File: src/rtl/bqs_pkg.sv
package bqs_pkg;

    typedef enum logic [1:0] {
        OP_NONE  = 2'd0,
        OP_UP    = 2'd1,
        OP_DOWN  = 2'd2,
        OP_PULSE = 2'd3
    } bqs_op_e;

    typedef enum logic [2:0] {
        FAIL_NONE     = 3'd0,
        FAIL_MST_OPEN = 3'd1,
        FAIL_SLV_OPEN = 3'd2,
        FAIL_SLV_SHUT = 3'd3,
        FAIL_MST_SHUT = 3'd4
    } bqs_fail_e;

    typedef enum logic [3:0] {
        ST_IDLE,
        ST_BURST,    // clock on, reset held
        ST_HOLD,     // clock off, reset held
        ST_WAKE,     // clock off, reset released
        ST_RUN,      // clock on again
        ST_MST_OPEN,
        ST_SLV_OPEN,
        ST_MST_RESHUT,
        ST_GATE,     // clock off, reset still released
        ST_CLAMP,    // reset asserted
        ST_SLV_SHUT,
        ST_MST_SHUT,
        ST_SLV_REOPEN
    } bqs_state_e;

    typedef struct packed {
        bqs_state_e st;
        logic       clk_en;
        logic       rst_n;
        logic       mreq;
        logic       sreq;
        logic       live;
        logic       busy;
        logic       done;
        logic       pulse;
        bqs_fail_e  fail;
    } bqs_ctl_t;

endpackage

File: src/rtl/bqs_cycle_timer.sv
module bqs_cycle_timer #(
    parameter int CW = 6
) (
    input  logic          clk,
    input  logic          rst_n,
    input  logic          restart_i,
    input  logic [CW-1:0] limit_i,
    output logic          expired_o
);
    logic [CW-1:0] cnt_d, cnt_q;

    always_comb begin
        if (restart_i)
            cnt_d = '0;
        else if (cnt_q == {CW{1'b1}})
            cnt_d = cnt_q;
        else
            cnt_d = cnt_q + CW'(1);
    end

    always_ff @(posedge clk or negedge rst_n) begin
        if (!rst_n) cnt_q <= '0;
        else        cnt_q <= cnt_d;
    end

    assign expired_o = (cnt_q >= (limit_i - CW'(1)));

endmodule

File: src/rtl/bqs_ack_watch.sv
module bqs_ack_watch #(
    parameter int STAGES  = 2,
    parameter bit PRESENT = 1'b1
) (
    input  logic clk,
    input  logic rst_n,
    input  logic ack_i,
    input  logic req_i,
    output logic settled_o
);
    logic [STAGES-1:0] sync_d, sync_q;

    always_comb sync_d = {sync_q[STAGES-2:0], ack_i};

    // bridges come out of reset closed, so the acknowledge starts high
    always_ff @(posedge clk or negedge rst_n) begin
        if (!rst_n) sync_q <= '1;
        else        sync_q <= sync_d;
    end

    generate
        if (PRESENT) begin : g_live
            assign settled_o = (sync_q[STAGES-1] == req_i);
        end else begin : g_absent
            assign settled_o = 1'b1 | (sync_q[STAGES-1] & req_i);
        end
    endgenerate

endmodule

File: src/rtl/bridge_quiesce_seq.sv
module bridge_quiesce_seq
    import bqs_pkg::*;
#(
    parameter int BURST_CYCLES   = 32,
    parameter int TIMEOUT_CYCLES = 64,
    parameter int SYNC_STAGES    = 2,
    parameter bit HAS_BRIDGES    = 1'b1
) (
    input  logic       clk,
    input  logic       rst_n,
    input  logic       cmd_valid,
    input  logic [1:0] cmd_op,
    output logic       busy,
    output logic       done,
    output logic       in_service,
    output logic [2:0] fail_code,
    output logic       sub_clk_en,
    output logic       sub_rst_n,
    output logic       mst_stop_req,
    input  logic       mst_stop_ack,
    output logic       slv_stop_req,
    input  logic       slv_stop_ack
);
    localparam int MAXC = (BURST_CYCLES > TIMEOUT_CYCLES) ? BURST_CYCLES : TIMEOUT_CYCLES;
    localparam int CW   = $clog2(MAXC + 1) + 1;
    localparam logic [CW-1:0] BURST_L = CW'(BURST_CYCLES);
    localparam logic [CW-1:0] WAIT_L  = CW'(TIMEOUT_CYCLES);

    bqs_ctl_t q, d;
    logic     m_settled, s_settled, expired, restart;
    logic [CW-1:0] limit;
    bqs_op_e  op;

    assign op      = bqs_op_e'(cmd_op);
    assign limit   = (q.st == ST_BURST) ? BURST_L : WAIT_L;
    assign restart = (d.st != q.st);

    bqs_cycle_timer #(.CW(CW)) i_timer (
        .clk(clk), .rst_n(rst_n), .restart_i(restart),
        .limit_i(limit), .expired_o(expired)
    );

    bqs_ack_watch #(.STAGES(SYNC_STAGES), .PRESENT(HAS_BRIDGES)) i_mst_watch (
        .clk(clk), .rst_n(rst_n), .ack_i(mst_stop_ack),
        .req_i(q.mreq), .settled_o(m_settled)
    );

    bqs_ack_watch #(.STAGES(SYNC_STAGES), .PRESENT(HAS_BRIDGES)) i_slv_watch (
        .clk(clk), .rst_n(rst_n), .ack_i(slv_stop_ack),
        .req_i(q.sreq), .settled_o(s_settled)
    );

    always_comb begin
        d      = q;
        d.done = 1'b0;
        unique case (q.st)
            ST_IDLE: begin
                if (cmd_valid && (op != OP_NONE)) begin
                    d.fail = FAIL_NONE;
                    if ((op == OP_UP && q.live) || (op == OP_DOWN && !q.live)) begin
                        d.done = 1'b1;
                    end else begin
                        d.busy  = 1'b1;
                        d.pulse = (op == OP_PULSE);
                        if (q.live) begin
                            d.st   = ST_SLV_SHUT;
                            d.sreq = 1'b1;
                        end else begin
                            d.st     = ST_BURST;
                            d.clk_en = 1'b1;
                        end
                    end
                end
            end
            ST_BURST: if (expired) begin
                d.st     = ST_HOLD;
                d.clk_en = 1'b0;
            end
            ST_HOLD: begin
                d.st    = ST_WAKE;
                d.rst_n = 1'b1;
            end
            ST_WAKE: begin
                d.st     = ST_RUN;
                d.clk_en = 1'b1;
            end
            ST_RUN: begin
                d.st   = ST_MST_OPEN;
                d.mreq = 1'b0;
            end
            ST_MST_OPEN: begin
                if (m_settled) begin
                    d.st   = ST_SLV_OPEN;
                    d.sreq = 1'b0;
                end else if (expired) begin
                    d.fail   = FAIL_MST_OPEN;
                    d.mreq   = 1'b1;
                    d.st     = ST_GATE;
                    d.clk_en = 1'b0;
                end
            end
            ST_SLV_OPEN: begin
                if (s_settled) begin
                    d.st    = ST_IDLE;
                    d.live  = 1'b1;
                    d.busy  = 1'b0;
                    d.pulse = 1'b0;
                    d.done  = 1'b1;
                end else if (expired) begin
                    d.fail = FAIL_SLV_OPEN;
                    d.sreq = 1'b1;
                    d.mreq = 1'b1;
                    d.st   = ST_MST_RESHUT;
                end
            end
            ST_MST_RESHUT: if (m_settled || expired) begin
                d.st     = ST_GATE;
                d.clk_en = 1'b0;
            end
            ST_GATE: begin
                d.st    = ST_CLAMP;
                d.rst_n = 1'b0;
                d.live  = 1'b0;
            end
            ST_CLAMP: begin
                if (q.pulse && q.fail == FAIL_NONE) begin
                    d.st     = ST_BURST;
                    d.clk_en = 1'b1;
                end else begin
                    d.st    = ST_IDLE;
                    d.busy  = 1'b0;
                    d.pulse = 1'b0;
                    d.done  = 1'b1;
                end
            end
            ST_SLV_SHUT: begin
                if (s_settled) begin
                    d.st   = ST_MST_SHUT;
                    d.mreq = 1'b1;
                end else if (expired) begin
                    d.fail  = FAIL_SLV_SHUT;
                    d.st    = ST_IDLE;
                    d.busy  = 1'b0;
                    d.pulse = 1'b0;
                    d.done  = 1'b1;
                end
            end
            ST_MST_SHUT: begin
                if (m_settled) begin
                    d.st     = ST_GATE;
                    d.clk_en = 1'b0;
                end else if (expired) begin
                    d.fail = FAIL_MST_SHUT;
                    d.sreq = 1'b0;
                    d.st   = ST_SLV_REOPEN;
                end
            end
            ST_SLV_REOPEN: if (s_settled || expired) begin
                d.st    = ST_IDLE;
                d.busy  = 1'b0;
                d.pulse = 1'b0;
                d.done  = 1'b1;
            end
            default: d.st = ST_IDLE;
        endcase
    end

    always_ff @(posedge clk or negedge rst_n) begin
        if (!rst_n) begin
            q        <= '0;
            q.st     <= ST_IDLE;
            q.mreq   <= 1'b1;
            q.sreq   <= 1'b1;
            q.fail   <= FAIL_NONE;
        end else begin
            q <= d;
        end
    end

    assign busy       = q.busy;
    assign done       = q.done;
    assign in_service = q.live;
    assign fail_code  = q.fail;
    assign sub_clk_en = q.clk_en;
    assign sub_rst_n  = q.rst_n;

    generate
        if (HAS_BRIDGES) begin : g_req
            assign mst_stop_req = q.mreq;
            assign slv_stop_req = q.sreq;
        end else begin : g_noreq
            assign mst_stop_req = 1'b1;
            assign slv_stop_req = 1'b1;
        end
    endgenerate

    assert_done_single_R13: assert property (@(posedge clk) disable iff (!rst_n)
        q.done |=> !q.done);

    assert_release_clock_off_R2: assert property (@(posedge clk) disable iff (!rst_n)
        $rose(q.rst_n) |-> !q.clk_en);

    assert_reset_after_gate_R6: assert property (@(posedge clk) disable iff (!rst_n)
        $fell(q.rst_n) |-> (!q.clk_en && !$past(q.clk_en)));

    assert_open_needs_clock_R3: assert property (@(posedge clk) disable iff (!rst_n)
        $fell(q.mreq) |-> (q.clk_en && q.rst_n));

    assert_slave_after_master_R3: assert property (@(posedge clk) disable iff (!rst_n)
        ($fell(q.sreq) && q.st == ST_SLV_OPEN) |-> !q.mreq);

endmodule

File: config.mk
export PLATFORM = sky130hd
export DESIGN_NAME = bridge_quiesce_seq
export DESIGN_NICKNAME = d
export VERILOG_FILES = /design/src/rtl/bqs_pkg.sv /design/src/rtl/bqs_cycle_timer.sv /design/src/rtl/bqs_ack_watch.sv /design/src/rtl/bridge_quiesce_seq.sv
export SDC_FILE = /design/constraint.sdc
export NUM_CORES = 1
export LEC_CHECK = 0
export BUFFER_PORTS_ARGS = -buffer_cell sky130_fd_sc_hd__buf_2
export CORE_ASPECT_RATIO = 0.9
export CORE_UTILIZATION = 37
export CTS_BUF_LIST = sky130_fd_sc_hd__clkbuf_8
export DETAILED_ROUTE_END_ITERATION = 10
export PLACE_DENSITY = 0.62
export SYNTH_ARGS = -nofsm -noshare
export SYNTH_HDL_FRONTEND = slang
export SYNTH_SLANG_ARGS = --single-unit
File: constraint.sdc
create_clock -name clk -period 3.4 [get_ports clk]
set_clock_uncertainty 0.2 [all_clocks]
set_input_delay 0.68 -clock clk [delete_from_list [all_inputs] [get_ports clk]]
set_output_delay 0.68 -clock clk [all_outputs]
set_load 0.02 [all_outputs]
==> results of run 1 <==
report_power, final:
group | internal (W) | leakage (nW) | switching, W
logic | 0.000442 | 0.503 | 0.000761
clock network | 0.0000822 | 0.0255 | 0.000102
registers | 0.000410 | 0.343 | 0.0000629
cells by family (layout without fill, tap and decap cells):
group	after synthesis	in the layout	share of synthesized area, %
simple gates	97	97	24.2
flops	27	27	34.4
xor+xnor	9	9	3.97
fa+ha+maj	2	2	1.26
buf+inv	23	30	4.97
mux	10	10	5.48
compound gates	72	72	25.7
layout make-up:
type                       instances  area, um^2  share of cell area [%]
clock buffer                       3        41.3                    1.91
clock inverter                     1        5.00                   0.231
inverter                           1        3.75                   0.173
multi-input combinational        190        1200                    55.6
sequential                        27         683                    31.5
tap                               65        81.3                    3.75
timing repair buffer              25         148                    6.81
critical path: cells and delay by family (launching register included):
family,cells,cell delay (ns)
flip-flops,1,0.39
AO/OA/AOI/OAI,2,0.78
AND/OR/NAND/NOR,4,0.97
adder cells (fa/ha/maj),1,0.32
multiplexers,1,0.16
XOR/XNOR,1,0.16
state kept, by name, indices dropped and copies added (netlist names):
name                cells
i_timer.cnt_q           8
q                       5
fail_code               3
i_mst_watch.sync_q      2
i_slv_watch.sync_q      2
busy                    1
done                    1
in_service              1
mst_stop_req            1
slv_stop_req            1
sub_clk_en              1
sub_rst_n               1
how the worst max path moves through the flow:
stage,slack (ns),depth (start not counted),to,start
after floorplan,0.03,12,i_timer.cnt_q[6],q[13]
after global placement,0.42,9,i_timer.cnt_q[6],q[11]
after detailed placement,0.35,9,i_timer.cnt_q[6],q[11]
after CTS,0.32,9,i_timer.cnt_q[6],q[11]
after global routing,0.19,9,i_timer.cnt_q[6],q[12]
final,0.34,9,i_timer.cnt_q[6],q[11]
through the flow:
step	power (W)	hold slack (ns)	area, um^2	utilization (%)	setup WS [ns]
after floorplan	0.00138	0.145	1990	-	0.0328
after global placement	0.00167	0.146	2120	42.3	0.424
after detailed placement	0.00167	0.148	2120	42.3	0.346
after CTS	0.00186	0.161	2170	43.2	0.318
after global routing	0.00201	0.168	2170	43.2	0.195
final	0.00186	0.159	2170	43.2	0.342
layout by cell type, fill, tap and decap left out, types with 2 or more instances in the layout:
master,Yosys,routed
nand4_1,4,4
nor4_1,3,3
a211oi_1,2,2
buf_2,1,16
a31oi_1,9,9
mux2_2,7,7
nand2b_1,5,5
nor2_1,24,24
buf_4,3,9
mux2i_1,3,3
a32oi_1,2,2
a21oi_1,17,17
and4_1,2,2
dfstp_2,6,6
nor3_1,12,12
clkbuf_8,0,3
nand2_1,26,26
a21o_1,2,2
o31ai_1,2,2
nand3_1,9,9
o221ai_1,3,3
xnor2_1,4,4
o21ai_0,12,12
dfrtp_1,21,21
o22ai_1,6,6
xor2_1,5,5
ha_1,2,2
o32ai_1,2,2
nor2b_1,5,5
a22o_1,2,2
routing by layer:
metal / up-vias / track usage, %
li1: 909 / -
met1: 876 / 28.5
met2: 76 / 26.3
met3: 6 / 3.06
met4: 0 / 3.64
met5: - / 0
==> results.py, run 1 <==
metrics = {
    "setup_path": {
        "cp_max_fo": 8,
        "cp_slowest_cell": "a2111o_1",
        "critPathKind": "flop to flop",
        "cpPeakStageDelay_ns": 0.52,
        "r2r_end": "i_timer.cnt_q[6]",
        "path_cells": "nor2b_1 -> and2_1 -> ha_1 -> a2111o_1 -> mux2i_1 -> or4_4 -> xor2_1 -> a31o_4 -> nor4_2",
        "cp.arrival_ns": 3.05,
        "startpoint_type": "flop",
        "cp.required_ns": 3.39,
        "r2r_start": "q[11]",
        "crit_path_end_kind": "flop",
        "reg2regPathDepth": 9,
        "rrSetupSlack_ns": 0.34,
    },
    "sta": {
        "finalHoldViolCount": 0,
        "setup_viol": 0,
        "rsz0062_at_grt": "false",
        "fin_crit_sh_pct": 89.9,
        "min_period_ns": 3.06,
        "slew_violations": 0,
        "tightestPinTransition_ns": 0.794,
        "fmax_mhz": 327,
        "relSlewSlack_pct": 46.7,
        "fin_tns_setup_ns": 0,
    },
    "floorplanning": {
        "num_rows": 24,
        "die-width_um": 79.2,
        "initial_utilization_pct": 39.6,
        "die_h_um": 71.5,
        "ios": 17,
        "dieArea_um2": 5670,
        "core_um2": 5010,
    },
    "yosys": {
        "synth_top_area_share_pct": 26.4,
        "synthTopCellsByArea": "dfrtp_1, dfstp_2, nand2_1",
        "ys_seq_area_share_pct": 34.4,
        "synth.most_common_cell": "nand2_1",
        "synth_cell_types": 52,
        "synth_top_cell_by_area": "dfrtp_1",
        "synth-seq-cells": 27,
        "async_flop_share_pct": 100,
        "synth-edff-count": 0,
        "yosys_warnings": 0,
        "avgSynthCellArea_um2": 8.28,
        "ys.flop_type": "dfrtp_1",
        "syn-num-nets": 249,
        "synthCells": 240,
        "synthTopCellsByCount": "nand2_1, nor2_1, dfrtp_1",
        "synthesis.area_um2": 1990,
    },
    "drt": {
        "drt-pass1-iter-count": 5,
        "avgRoutedWirePerCell_um": 15.6,
        "drc": 0,
        "routed_wl_um": 4870,
        "num_vias": 1867,
        "viasPerCell": 5.98,
        "dr_wl_met2_um": 2130,
        "wl_met1_um": 2430,
        "drtIter0Drc": 132,
        "ant_nets": 0,
        "top_layer_used": "met4",
        "wl_met3_um": 268,
    },
    "cells_and_area": {
        "drive_gt1_share_pct": 19.4,
        "syn_to_final_growth_pct": 9.07,
        "nets": 257,
        "final_cells": 312,
        "fillCellCount": 489,
        "diodes": 0,
    },
    "global_route": {
        "grt-ovfl-total": 0,
        "antenna_found_initial": 0,
        "grtUsageTotal_pct": 18.3,
        "grt_pass1_vias": 1585,
        "grt_max_degree": 35,
        "grt_first_pass_wirelength_um": 8100,
    },
    "clock_network": {
        "cts-root-buf": "clkbuf_8",
        "cts_buffers": 3,
        "cts-hold-fix-buffers": 0,
        "cts.sinks": 27,
        "cts.clk_slew.worst_paths_ns": 0.10,
        "clk_latency_ns": 0.28,
        "postCtsSetupBuffers": 0,
        "cts_max_level": 1,
        "cts_tree": "built",
        "ctsResizeCount": 0,
        "clockBufferDepth": 2,
    },
    "placed_design": {
        "dpl.hpwl_um": 3340,
        "gp_congestion": 0.900,
        "portBuffers": 16,
        "dp.cells": 308,
    },
    "min_path": {
        "holdPathStages": 0,
        "worstHoldStart": "i_slv_watch.sync_q[0]",
        "holdPathEnd": "i_slv_watch.sync_q[1]",
        "min_path_type": "flop to flop",
    },
    "outcome": {
        "outcome": "completed",
    },
    "flow_run": {
        "maxCapViolCount": 0,
    },
    "power": {
        "vdd.ir_drop.worst_mv": 0.314,
        "cellLeakagePower_nw": 0.872,
        "power_density_nw_per_um2": 858,
    },
}
Note: power is estimated with default switching activity, not from simulation.
==> run 2: changes to the inputs <==
ABC_AREA = 1   (was unset)
==> run 2 against run 1 <==
Against the previous run: fmax grew 13%; highest routed layer unchanged; wire length shrank 8.6%; synthesized cell count grew 14%; register-to-register slack gained 0.36 ns; die area shrank 7.7%; worst hold slack is essentially flat; sequential share of layout area grew 2.6 points; count of clock-buffer cells in the layout is the same; non-clock buffer count shrank 9; clock power is essentially flat.
==> results.py, run 2 <==
metrics = {
    "yosys": {
        "synthCells": 274,
        "synth-edff-count": 0,
        "synthesis.area_um2": 1830,
        "synth_cell_types": 30,
        "syn-num-nets": 283,
        "synth_top_area_share_pct": 28.7,
        "synth.most_common_cell": "nand2_1",
        "synthTopCellsByCount": "nand2_1, nor2_1, inv_1",
        "muxShareOfSynthArea_pct": 0,
        "ys_seq_area_share_pct": 37.3,
        "ys.flop_type": "dfrtp_1",
        "synthTopCellsByArea": "dfrtp_1, nand2_1, nor2_1",
        "synth-seq-cells": 27,
        "yosys_warnings": 0,
        "async_flop_share_pct": 100,
        "synthAdderAreaFrac_pct": 1.37,
        "synth-xor-area-share_pct": 0.957,
        "synth-simple-area-share_pct": 40.3,
        "synth_compound_area_share_pct": 9.98,
        "avgSynthCellArea_um2": 6.68,
        "synth_top_family_by_area": "simple AND/OR/NAND/NOR gates",
        "synth_top_cell_by_area": "dfrtp_1",
    },
    "global_route": {
        "grt_max_degree": 28,
        "met2_usage_pct": 29.9,
        "grtUsageMet1_pct": 25.9,
        "antenna_found_initial": 0,
        "grt_pass1_vias": 1580,
        "grtUsageMet3_pct": 3.42,
        "grt_first_pass_wirelength_um": 7540,
        "grtUsageTotal_pct": 18.7,
        "grt-ovfl-total": 0,
        "top_usage_layer": "met2",
    },
    "setup_path": {
        "r2r_end": "i_timer.cnt_q[5]",
        "r2r_start": "q[14]",
        "crit_path_end_kind": "flop",
        "startpoint_type": "flop",
        "crit_start": "q[14]",
        "cp.arrival_ns": 2.71,
        "cp-endpoint": "i_timer.cnt_q[5]",
        "cp.required_ns": 3.42,
        "rrSetupSlack_ns": 0.70,
        "critPathKind": "flop to flop",
        "reg2regPathDepth": 15,
        "cp_max_fo": 8,
    },
    "placed_design": {
        "dp.cells": 348,
        "portBuffers": 16,
        "dpl.hpwl_um": 3460,
        "gp_congestion": 0.954,
    },
    "sta": {
        "fin_crit_sh_pct": 79.4,
        "fmax_mhz": 371,
        "relSlewSlack_pct": 57.8,
        "setup_viol": 0,
        "rsz0062_at_grt": "false",
        "slew_violations": 0,
        "fin_tns_setup_ns": 0,
        "min_period_ns": 2.70,
        "finalHoldViolCount": 0,
        "tightestPinTransition_ns": 0.634,
    },
    "clock_network": {
        "clk_latency_ns": 0.28,
        "cts_tree": "built",
        "cts-hold-fix-buffers": 0,
        "cts_buffers": 3,
        "cts.sinks": 27,
        "cts.clk_slew.worst_paths_ns": 0.10,
        "cts-root-buf": "clkbuf_8",
        "clockBufferDepth": 2,
        "cts_max_level": 1,
        "postCtsSetupBuffers": 0,
        "ctsResizeCount": 0,
    },
    "cells_and_area": {
        "final_cells": 352,
        "largest_register": "i_timer.cnt_q",
        "drive_gt1_share_pct": 13.4,
        "syn_to_final_growth_pct": 9.43,
        "largest_reg_flops": 8,
        "layout_common_cells": "nand2_1, nor2_1, inv_1, nand3_1, dfrtp_1",
        "nets": 300,
        "final_common_cell": "nand2_1",
        "diodes": 0,
    },
    "floorplanning": {
        "num_rows": 23,
        "die-width_um": 76.1,
        "core_um2": 4600,
        "initial_utilization_pct": 39.8,
        "dieArea_um2": 5230,
        "ios": 17,
        "die_h_um": 68.7,
    },
    "drt": {
        "routed_wl_um": 4450,
        "viasPerCell": 5.04,
        "ant_nets": 0,
        "drtIter0Drc": 162,
        "avgRoutedWirePerCell_um": 12.6,
        "drc": 0,
        "drt-pass1-iter-count": 4,
        "num_vias": 1774,
    },
    "power": {
        "power_density_nw_per_um2": 610,
        "vdd.ir_drop.worst_mv": 0.249,
        "cellLeakagePower_nw": 1.07,
    },
    "min_path": {
        "min_path_type": "flop to flop",
    },
    "outcome": {
        "outcome": "completed",
    },
    "flow_run": {
        "maxCapViolCount": 0,
    },
}
run 2: cell types whose count changed after synthesis, moves of 8 or more:
cell      change
inv_1        +38
nand2_1      +48
clkbuf_1     -15
a21oi_1      -10
nor2_1       +20
nand3_1      +12
nor3_1        -8
run 2: critical path, cell delays in order, from the launching register on:
cell	delay, ns
dfrtp_1	0.47
nor2_1	0.16
inv_1	0.10
nor2_1	0.18
ha_1	0.26
nand2_1	0.06
inv_1	0.04
nand2_2	0.12
nand2_1	0.18
inv_1	0.20
nand3_1	0.14
nand3_2	0.11
nand2_1	0.05
nand2_1	0.12
nand3_4	0.13
nor2_1	0.12
run 2: metrics by stage:
stage	instance area [um^2]	setup slack [ns]	hold slack, ns	utilization, %	power (W)
2_1_floorplan	1830	1.09	0.145	-	0.000890
3_5_place_dp	1960	0.730	0.149	42.5	0.00104
6_report	2000	0.702	0.160	43.5	0.00122
5_1_grt	2000	0.424	0.169	43.5	0.00134
3_3_place_gp	1960	0.741	0.147	42.5	0.00104
4_1_cts	2000	0.707	0.162	43.5	0.00123
run 2: cells by family after synthesis:
family	count (synthesis)
simple gates	166
buf+inv	45
compound gates	32
flops	27
xor+xnor	2
fa+ha+maj	2
run 2: cell type report:
| cell class | count | area [um^2] |
|---|---|---|
| clock buffers | 3 | 41.3 |
| well taps | 62 | 77.6 |
| clock inverters | 1 | 3.75 |
| fillers | 480 | 2600 |
| repair buffers | 16 | 80.1 |
| flip-flops and latches | 27 | 683 |
| multi-input cells | 202 | 963 |
| inverters | 41 | 154 |
run 2: where the power goes:
| part | switching (W) | internal (W) | leakage [nW] | total (W) |
|---|---|---|---|---|
| sequential | 0.0000574 | 0.000396 | 0.348 | 0.000454 |
| combinational | 0.000397 | 0.000186 | 0.692 | 0.000583 |
| clock | 0.000104 | 0.0000813 | 0.0269 | 0.000185 |
| total | 0.000558 | 0.000664 | 1.07 | 0.00122 |
run 2: worst min path at each step:
stage / startpoint / end / slack [ns] / cells after the start
6_report: i_slv_watch.sync_q[0] / i_slv_watch.sync_q[1] / 0.16 / 0
5_1_grt: i_slv_watch.sync_q[0] / i_slv_watch.sync_q[1] / 0.17 / 0
4_1_cts: i_slv_watch.sync_q[0] / i_slv_watch.sync_q[1] / 0.16 / 0
3_5_place_dp: i_slv_watch.sync_q[0] / i_slv_watch.sync_q[1] / 0.15 / 0
3_3_place_gp: i_slv_watch.sync_q[0] / i_slv_watch.sync_q[1] / 0.15 / 0
2_1_floorplan: i_mst_watch.sync_q[0] / i_mst_watch.sync_q[1] / 0.15 / 0
run 2: per-layer routing:
layer / routed length [um] / share of wire (%) / vias up
met2: 1900 / 43 / 60
met4: 76 / 1.7 / 0
li1: - / - / 916
met5: 0 / 0 / -
met1: 2210 / 50 / 789
met3: 264 / 5.9 / 9
==> run 3: changes to the inputs <==
ABC_AREA = 0   (was 1)
clock period = 2.4 ns   (was 3.4 ns; I/O delays follow)
==> run 3 against run 2 <==
Against the previous run: the run now ends with hold timing, setup timing left; utilization is 12 points higher; via count up 19%; first-iteration DRC count rose by 68%; critical endpoint is now i_timer.cnt_q[6].
==> results.py, run 3 (synthesis gave the netlist of run 1 again) <==
metrics = {
    "clock_network": {
        "cts_tree": "built",
        "clockBufferDepth": 2,
        "cts.sinks": 27,
        "cts-root-buf": "clkbuf_8",
        "cts_buffers": 3,
        "cts_max_level": 1,
        "cts.clk_slew.worst_paths_ns": 0.10,
        "clk_latency_ns": 0.28,
        "cts-hold-fix-buffers": 0,
    },
    "cells_and_area": {
        "diodes": 0,
        "layout_common_cells": "buf_4, nand2_1, dfrtp_1, nor2_1, buf_2",
        "nets": 310,
        "drive_gt1_share_pct": 42.0,
        "ff_latch_area_um2": 683,
        "fin_util_pct": 55.7,
        "finalInstanceArea_um2": 2790,
        "largest_reg_flops": 8,
        "multiInputGateArea_um2": 1360,
        "syn_to_final_growth_pct": 40.6,
        "largest_register": "i_timer.cnt_q",
        "fillCellCount": 439,
        "final_common_cell": "buf_4",
    },
    "flow_run": {
        "maxCapViolCount": 0,
    },
    "setup_path": {
        "reg2regPathDepth": 9,
        "crit_path_end_kind": "flop",
        "cp.required_ns": 2.39,
        "cp_max_fo": 8,
        "critPathKind": "flop to flop",
        "startpoint_type": "flop",
        "cp.arrival_ns": 2.71,
    },
    "sta": {
        "relSlewSlack_pct": 44.6,
        "min_period_ns": 2.72,
        "tightestPinTransition_ns": 0.825,
        "rsz0062_at_grt": "true",
        "fmax_mhz": 367,
        "finalHoldViolCount": 10,
        "whs_ns": -0.00537,
        "setup_viol": 14,
        "slew_violations": 0,
        "fin_ws_ns": -0.323,
        "fin_crit_sh_pct": 113,
    },
    "global_route": {
        "grt-ovfl-total": 0,
        "grtUsageTotal_pct": 21.6,
        "grt_first_pass_wirelength_um": 9520,
        "antenna_found_initial": 0,
        "grt_pass1_vias": 1918,
        "grt_max_degree": 35,
    },
    "power": {
        "power_density_nw_per_um2": 1220,
        "power.total_w": 0.00342,
        "vdd.ir_drop.worst_mv": 0.573,
        "cellLeakagePower_nw": 1.18,
    },
    "floorplanning": {
        "die-width_um": 79.2,
        "initial_utilization_pct": 39.6,
        "ios": 17,
        "num_rows": 24,
        "core_um2": 5010,
        "dieArea_um2": 5670,
        "die_h_um": 71.5,
    },
    "drt": {
        "viasPerCell": 5.79,
        "num_vias": 2115,
        "drc": 0,
        "routed_wl_um": 5670,
        "ant_nets": 0,
        "avgRoutedWirePerCell_um": 15.5,
        "drtIter0Drc": 272,
        "drt-pass1-iter-count": 5,
    },
    "outcome": {
        "outcome": "finished, violations left",
        "failed_checks": "hold timing, setup timing",
    },
    "placed_design": {
        "dpl.hpwl_um": 3850,
        "postPlaceCellArea_um2": 2490,
        "portBuffers": 16,
        "gp_congestion": 0.877,
    },
    "min_path": {
        "min_path_type": "input pin to async pin",
    },
}
run 3: per-stage QoR:
stage | TNS [ns] | instances | hold slack [ns] | setup WS [ns]
2_1_floorplan | -6.09 | 240 | -0.0156 | -0.632
6_report | -3.23 | 365 | -0.00537 | -0.323
4_1_cts | -3.49 | 361 | 0.0234 | -0.335
3_3_place_gp | -3.43 | 346 | 0.146 | -0.348
3_5_place_dp | -4.25 | 346 | 0.149 | -0.392
5_1_grt | -4.52 | 365 | 0.0515 | -0.421
run 3: per-layer routing:
layer  routed length, um  vias up  GRT usage (%)
li1                    -     1015              -
met1                2710      993           32.5
met2                2480       99           32.6
met3                 419        8           2.42
met4                  72        0           6.06
met5                   0        -              0
run 3: worst paths after layout:
check / startpoint / to / slack, ns
min: rst_n / in_service / -0.005
min reg2reg: i_slv_watch.sync_q[0] / i_slv_watch.sync_q[1] / 0.16
max reg2reg: q[12] / i_timer.cnt_q[6] / -0.32
min in group clk: mst_stop_ack / i_mst_watch.sync_q[0] / 0.09
max: q[12] / i_timer.cnt_q[6] / -0.32
max in group asynchronous: rst_n / q[12] / 1.60
run 3: final cells by class:
type	count	area share, %
Clock inverter	1	0.269
Timing Repair Buffer	78	22.2
Multi-Input combinational cell	190	48.5
Tap cell	65	2.91
Sequential cell	27	24.5
Inverter	1	0.134
Clock buffer	3	1.48
run 3: repair_timing:
action / 4_1_cts / 5_1_grt
resized for setup: 17 / 15
buffers inserted: 12 / 5
pin swaps: 7 / 14
setup endpoints to repair: 15 / 16
run 3: critical path, stage by stage, from the launching register on:
cell and delay, ns:
dfrtp_1 0.42, nor2b_4 0.13, and2_4 0.15, ha_4 0.20, a2111oi_4 0.34, a221oi_2 0.09
or4_4 0.55, xor2_1 0.16, a31o_4 0.26, nor4_2 0.14
run 3: report_power, final:
part           internal (W)  total (W)  switching, W
Clock              0.000118   0.000275      0.000156
Combinational       0.00114    0.00248       0.00133
Sequential         0.000581   0.000665     0.0000842
